==> src/rtl/scan_wtc_pkg.sv <==
package scan_wtc_pkg;
  typedef struct packed {
    logic clearAll;
    logic addEdge;
    logic finish;
  } scanStrobes_t;
endpackage

==> src/rtl/scan_wtc_ctrl.sv <==
module scan_wtc_ctrl
  import scan_wtc_pkg::*;
#(
  parameter int CHAIN_LEN = 16,
  localparam int IDX_W = $clog2(CHAIN_LEN + 1)
) (
  input  logic             clk,
  input  logic             rst_n,
  input  logic             startVec,
  input  logic             bitValid,
  input  logic             serialBit,
  output scanStrobes_t     strobes,
  output logic [IDX_W-1:0] bitIdx,
  output logic             vecDone
);
  localparam logic [IDX_W-1:0] FULL = IDX_W'(CHAIN_LEN);
  localparam logic [IDX_W-1:0] LAST = IDX_W'(CHAIN_LEN - 1);

  logic prevBit;
  logic accept;

  always_comb begin
    accept           = bitValid && !startVec && (bitIdx < FULL);
    strobes.clearAll = startVec;
    strobes.addEdge  = accept && (bitIdx != '0) && (serialBit != prevBit);
    strobes.finish   = accept && (bitIdx == LAST);
  end

  always_ff @(posedge clk) begin
    if (!rst_n) begin
      bitIdx  <= '0;
      prevBit <= 1'b0;
      vecDone <= 1'b0;
    end else begin
      vecDone <= strobes.finish;
      if (startVec) begin
        bitIdx  <= bitValid ? IDX_W'(1) : '0;
        prevBit <= serialBit;
      end else if (accept) begin
        bitIdx  <= bitIdx + IDX_W'(1);
        prevBit <= serialBit;
      end
    end
  end
endmodule

==> src/rtl/scan_wtc_dp.sv <==
module scan_wtc_dp
  import scan_wtc_pkg::*;
#(
  parameter int CHAIN_LEN = 16,
  localparam int IDX_W = $clog2(CHAIN_LEN + 1),
  localparam int MAX_W = CHAIN_LEN * (CHAIN_LEN - 1) / 2,
  localparam int W_W   = $clog2(((MAX_W > CHAIN_LEN) ? MAX_W : CHAIN_LEN) + 1),
  localparam int TOG_W = $clog2(CHAIN_LEN)
) (
  input  logic             clk,
  input  logic             rst_n,
  input  scanStrobes_t     strobes,
  input  logic [IDX_W-1:0] bitIdx,
  input  logic [W_W-1:0]   riskLimit,
  output logic [TOG_W-1:0] toggleCount,
  output logic [W_W-1:0]   weightedCount,
  output logic             riskyVec
);
  logic [W_W-1:0] edgeWeight;
  logic [W_W-1:0] nextWeighted;

  always_comb begin
    edgeWeight   = W_W'(CHAIN_LEN) - W_W'(bitIdx);
    nextWeighted = weightedCount + (strobes.addEdge ? edgeWeight : '0);
  end

  always_ff @(posedge clk) begin
    if (!rst_n || strobes.clearAll) begin
      toggleCount   <= '0;
      weightedCount <= '0;
      riskyVec      <= 1'b0;
    end else begin
      if (strobes.addEdge) begin
        toggleCount   <= toggleCount + TOG_W'(1);
        weightedCount <= nextWeighted;
      end
      if (strobes.finish) riskyVec <= (nextWeighted > riskLimit);
    end
  end
endmodule

==> src/rtl/scan_wtc_top.sv <==
module scan_wtc_top
  import scan_wtc_pkg::*;
#(
  parameter int CHAIN_LEN = 16,
  localparam int IDX_W = $clog2(CHAIN_LEN + 1),
  localparam int MAX_W = CHAIN_LEN * (CHAIN_LEN - 1) / 2,
  localparam int W_W   = $clog2(((MAX_W > CHAIN_LEN) ? MAX_W : CHAIN_LEN) + 1),
  localparam int TOG_W = $clog2(CHAIN_LEN)
) (
  input  logic             clk,
  input  logic             rst_n,
  input  logic             startVec,
  input  logic             bitValid,
  input  logic             serialBit,
  input  logic [W_W-1:0]   riskLimit,
  output logic [TOG_W-1:0] toggleCount,
  output logic [W_W-1:0]   weightedCount,
  output logic             vecDone,
  output logic             riskyVec
);
  scanStrobes_t     strobes;
  logic [IDX_W-1:0] bitIdx;

  scan_wtc_ctrl #(.CHAIN_LEN(CHAIN_LEN)) u_ctrl (
    .clk(clk), .rst_n(rst_n), .startVec(startVec), .bitValid(bitValid),
    .serialBit(serialBit), .strobes(strobes), .bitIdx(bitIdx), .vecDone(vecDone)
  );

  scan_wtc_dp #(.CHAIN_LEN(CHAIN_LEN)) u_dp (
    .clk(clk), .rst_n(rst_n), .strobes(strobes), .bitIdx(bitIdx),
    .riskLimit(riskLimit), .toggleCount(toggleCount),
    .weightedCount(weightedCount), .riskyVec(riskyVec)
  );
endmodule

==> config.mk <==
export PLATFORM = sky130hd
export DESIGN_NAME = scan_wtc_top
export DESIGN_NICKNAME = d
export VERILOG_FILES = /design/src/rtl/scan_wtc_pkg.sv /design/src/rtl/scan_wtc_ctrl.sv /design/src/rtl/scan_wtc_dp.sv /design/src/rtl/scan_wtc_top.sv
export SDC_FILE = /design/constraint.sdc
export NUM_CORES = 1
export LEC_CHECK = 0
export BUFFER_PORTS_ARGS = -buffer_cell sky130_fd_sc_hd__buf_2
export CORE_MARGIN = 3
export CORE_UTILIZATION = 55
export CTS_CLUSTER_SIZE = 20
export DETAILED_ROUTE_END_ITERATION = 6
export PLACE_DENSITY = 0.79
export SETUP_SLACK_MARGIN = 0.05
export SYNTH_ARGS = -nofsm -noshare
export SYNTH_HDL_FRONTEND = slang
export SYNTH_SLANG_ARGS = --single-unit
export TNS_END_PERCENT = 100
==> constraint.sdc <==
create_clock -name clk -period 4.97 [get_ports clk]
set_clock_uncertainty 0.15 [all_clocks]
set_input_delay 0.7455 -clock clk [delete_from_list [all_inputs] [get_ports clk]]
set_output_delay 0.7455 -clock clk [all_outputs]
set_load 0.01 [all_outputs]
==> out/qor.txt <==
Vias in the first global route: 1216
Setup violators final: 0
First-pass GRT wire length: 5220 um
Post-route DRC: 0
Initial DRT Pass Iterations: 5
Cts hold-fix bufs: 0
Sequential area share after synthesis: 0.276
Top cell type's share of synthesized area: 0.276
Routed len/inst: 13.8 um
CP cell instances: inv_1, ha_1, nor3b_4, ha_1, nor4b_2, o211ai_1, nor2_1, ha_1, fa_1, a211oi_1, o21ai_0, nand2_1, xnor2_1, ha_1, and3_1, a221oi_1, a21o_1, a21oi_1
Area Overhead vs Synth: 12.0%
Final Cycle Share: 0.904
Syn_area_per_cell: 8.41 um2
Antenna violations before repair: 0
Post-DP HPWL: 2290 um
Num CTS Buffers: 3
CTS tree: yes
Net total in the final layout: 221
RSZ-0062 raised after global routing: false
Iter 0 DRT Violations: 37
CP Capture Type: flop
Leakage power: 0.765 nW
Fin crit period: 4.49 ns
Max Slew Vio Count: 0
Die width: 56.1 um
Pwr Total: 0.273 mW
Reg-to-reg slack, setup: 0.48 ns
Vias: 1213
Via density: 5.62
Slew @ Worst Pin: 0.661 ns
Post-synth EDFFs: 0
Starting Density: 0.600
Buf/Inv on CP: 1
Reg-to-Reg Start: u_ctrl.bitIdx[0]
Worst path top cell family by delay: compound AO/OA/AOI/OAI gates
WHS Endpoint: u_dp.riskyVec
Post-Syn Instances: 164
Row count: 17
GRT Overall Usage: 0.206
CP arrival: 4.53 ns
Worst-case reg-to-reg path depth: 18
Routed Antenna Nets: 0
Syn_nets: 196
Cell mode on critical path: ha_1
Post-CTS Repair Setup Buffers: 0
Root Driver: clkbuf_4
Cell accounting for the most synthesized area: dfxtp_1
Max_cap viols: 0
Sw frac: 0.272
Type of the worst min-delay path: flop to flop
R2R Path End: u_dp.riskyVec
Hold path depth: 2
Int Power: 0.198 mW
Routed WL: 2990 um
Crit path launch type: flop
Peak VDD IR: 141 uV
Die height: 56.1 um
Most used flip-flop cell after synthesis: dfxtp_1
Hold_sp: u_dp.riskyVec
CTS H-tree lvls: 1
Ports: 25
Seq cells post-synth: 19
Clock latency at the later pin of the worst-skew pair: 0.31 ns
Status: complete, no violations
Combinational Power Share: 0.123
Reg power frac: 0.572
GP Congestion: 0.798
Fmax: 0.223 GHz
Post-CTS sizing: 0
Mapped Area: 1380 um2
Largest net degree at the start of global routing: 14
Commonest non-fill, non-tap cell in the layout: buf_2
Sw Pwr: 0.0741 mW
Most frequent cells in the layout: buf_2 (24), nand2_1 (19), ha_1 (19), dfxtp_1 (19), nor2_1 (14)
Critical Setup Path Class: flop to flop
Setup TNS: 0 ns
Synth cell types: 37
Power Density: 177 nW/um2
Area contributors post-synth: dfxtp_1 (28%), ha_1 (17%), nand2_1 (5.2%)
Clock sink total: 19
Clock Tree Buf Depth: 2
Largest stage delay, worst path: 0.47 ns
Final hold vios: 0
Die ar.: 3140 um2
Clock slew at reported path FFs: 0.12 ns
Worst relative slew slack: 0.553
Critical path peak fanout: 8
Worst path required time: 5.01 ns
N_diodes: 0
Critical-path top delay cell: dfxtp_1
Core area: 2300 um2
Async set-reset flop share out of synthesis: 0
Share of cells above drive strength 1: 0.186
Warnings, synthesis: 0
Grt ovf: 0
Clock share of power: 0.306
Port Buffers: 24
layout make-up:
type                       count  area (um2)
clock buffer                   3        22.5
clock inverter                 1        5.00
fill                         202         753
timing repair buffer          26         135
multi-input combinational    128         925
inverter                      11        41.3
sequential                    19         380
tap                           28        35.0
registers in the layout, summed over array words and instances, names as in the netlist:
name and cells:
u_dp.riskyVec 1, u_dp.toggleCount 4, u_dp.weightedCount 7, u_ctrl.vecDone 1
u_ctrl.bitIdx 5, u_ctrl.prevBit 1
metal layers:
| metal | track usage | routed length [um] | vias to the layer above |
|---|---|---|---|
| met3 | 0.0394 | 113 | 10 |
| met5 | 0 | 0 | - |
| met1 | 0.247 | 1320 | 559 |
| met2 | 0.361 | 1480 | 26 |
| li1 | - | - | 618 |
| met4 | 0.0780 | 75 | 0 |
per-stage QoR:
step                hold WS (ns)  area (um2)   util  worst slack (ns)  std cells
global route               0.345        1540  0.672             0.155        216
detailed placement         0.298        1520  0.660             0.553        212
CTS                        0.315        1540  0.672             0.529        216
floorplan                  0.303        1380      -             0.854        164
global placement           0.288        1520  0.660             0.743        212
finish                     0.313        1540  0.672             0.478        216
logic make-up (layout without fill, tap and decap cells):
| logic type | after synthesis | after routing | share of synthesized area |
|---|---|---|---|
| xor+xnor | 14 | 14 | 0.0889 |
| compound gates | 35 | 35 | 0.168 |
| buf+inv | 17 | 41 | 0.0535 |
| flops | 19 | 19 | 0.276 |
| simple gates | 59 | 59 | 0.227 |
| fa+ha+maj | 20 | 20 | 0.187 |
cells in the mapped netlist, types with 3 or more instances:
cell	instances
nor3_1	3
inv_1	11
dfxtp_1	19
nor2_1	14
o21ai_0	5
xnor2_1	7
xor2_1	7
a21o_1	4
and2_1	4
and3_1	4
nand2_1	19
o211ai_1	3
nor2b_1	3
ha_1	19
a21oi_1	12
worst reg2reg max path: cells and delay by family, from the launching register on:
family / cells / cell delay, ns
buf+inv: 1 / 0.10
flops: 1 / 0.47
fa+ha+maj: 5 / 1.19
compound gates: 6 / 1.22
xor+xnor: 1 / 0.21
simple gates: 5 / 1.04
power by group through the flow:
stage | clock network, mW | registers, mW | logic [mW]
6_report | 0.0833 | 0.156 | 0.0334
5_1_grt | 0.0896 | 0.156 | 0.0384
4_1_cts | 0.0828 | 0.156 | 0.0332
3_5_place_dp | 0 | 0.159 | 0.0330
3_3_place_gp | 0 | 0.159 | 0.0314
2_1_floorplan | 0 | 0.159 | 0.0229
how the worst max path moves through the flow:
stage                                start            end  cells past startpoint
after detailed placement  u_ctrl.bitIdx[0]  u_dp.riskyVec                     18
after CTS                 u_ctrl.bitIdx[0]  u_dp.riskyVec                     18
final                     u_ctrl.bitIdx[0]  u_dp.riskyVec                     18
after floorplan           u_ctrl.bitIdx[0]  u_dp.riskyVec                     18
after global placement    u_ctrl.bitIdx[0]  u_dp.riskyVec                     18
after global routing      u_ctrl.bitIdx[0]  u_dp.riskyVec                     18
No activity file was read; power rests on OpenSTA's default activity.
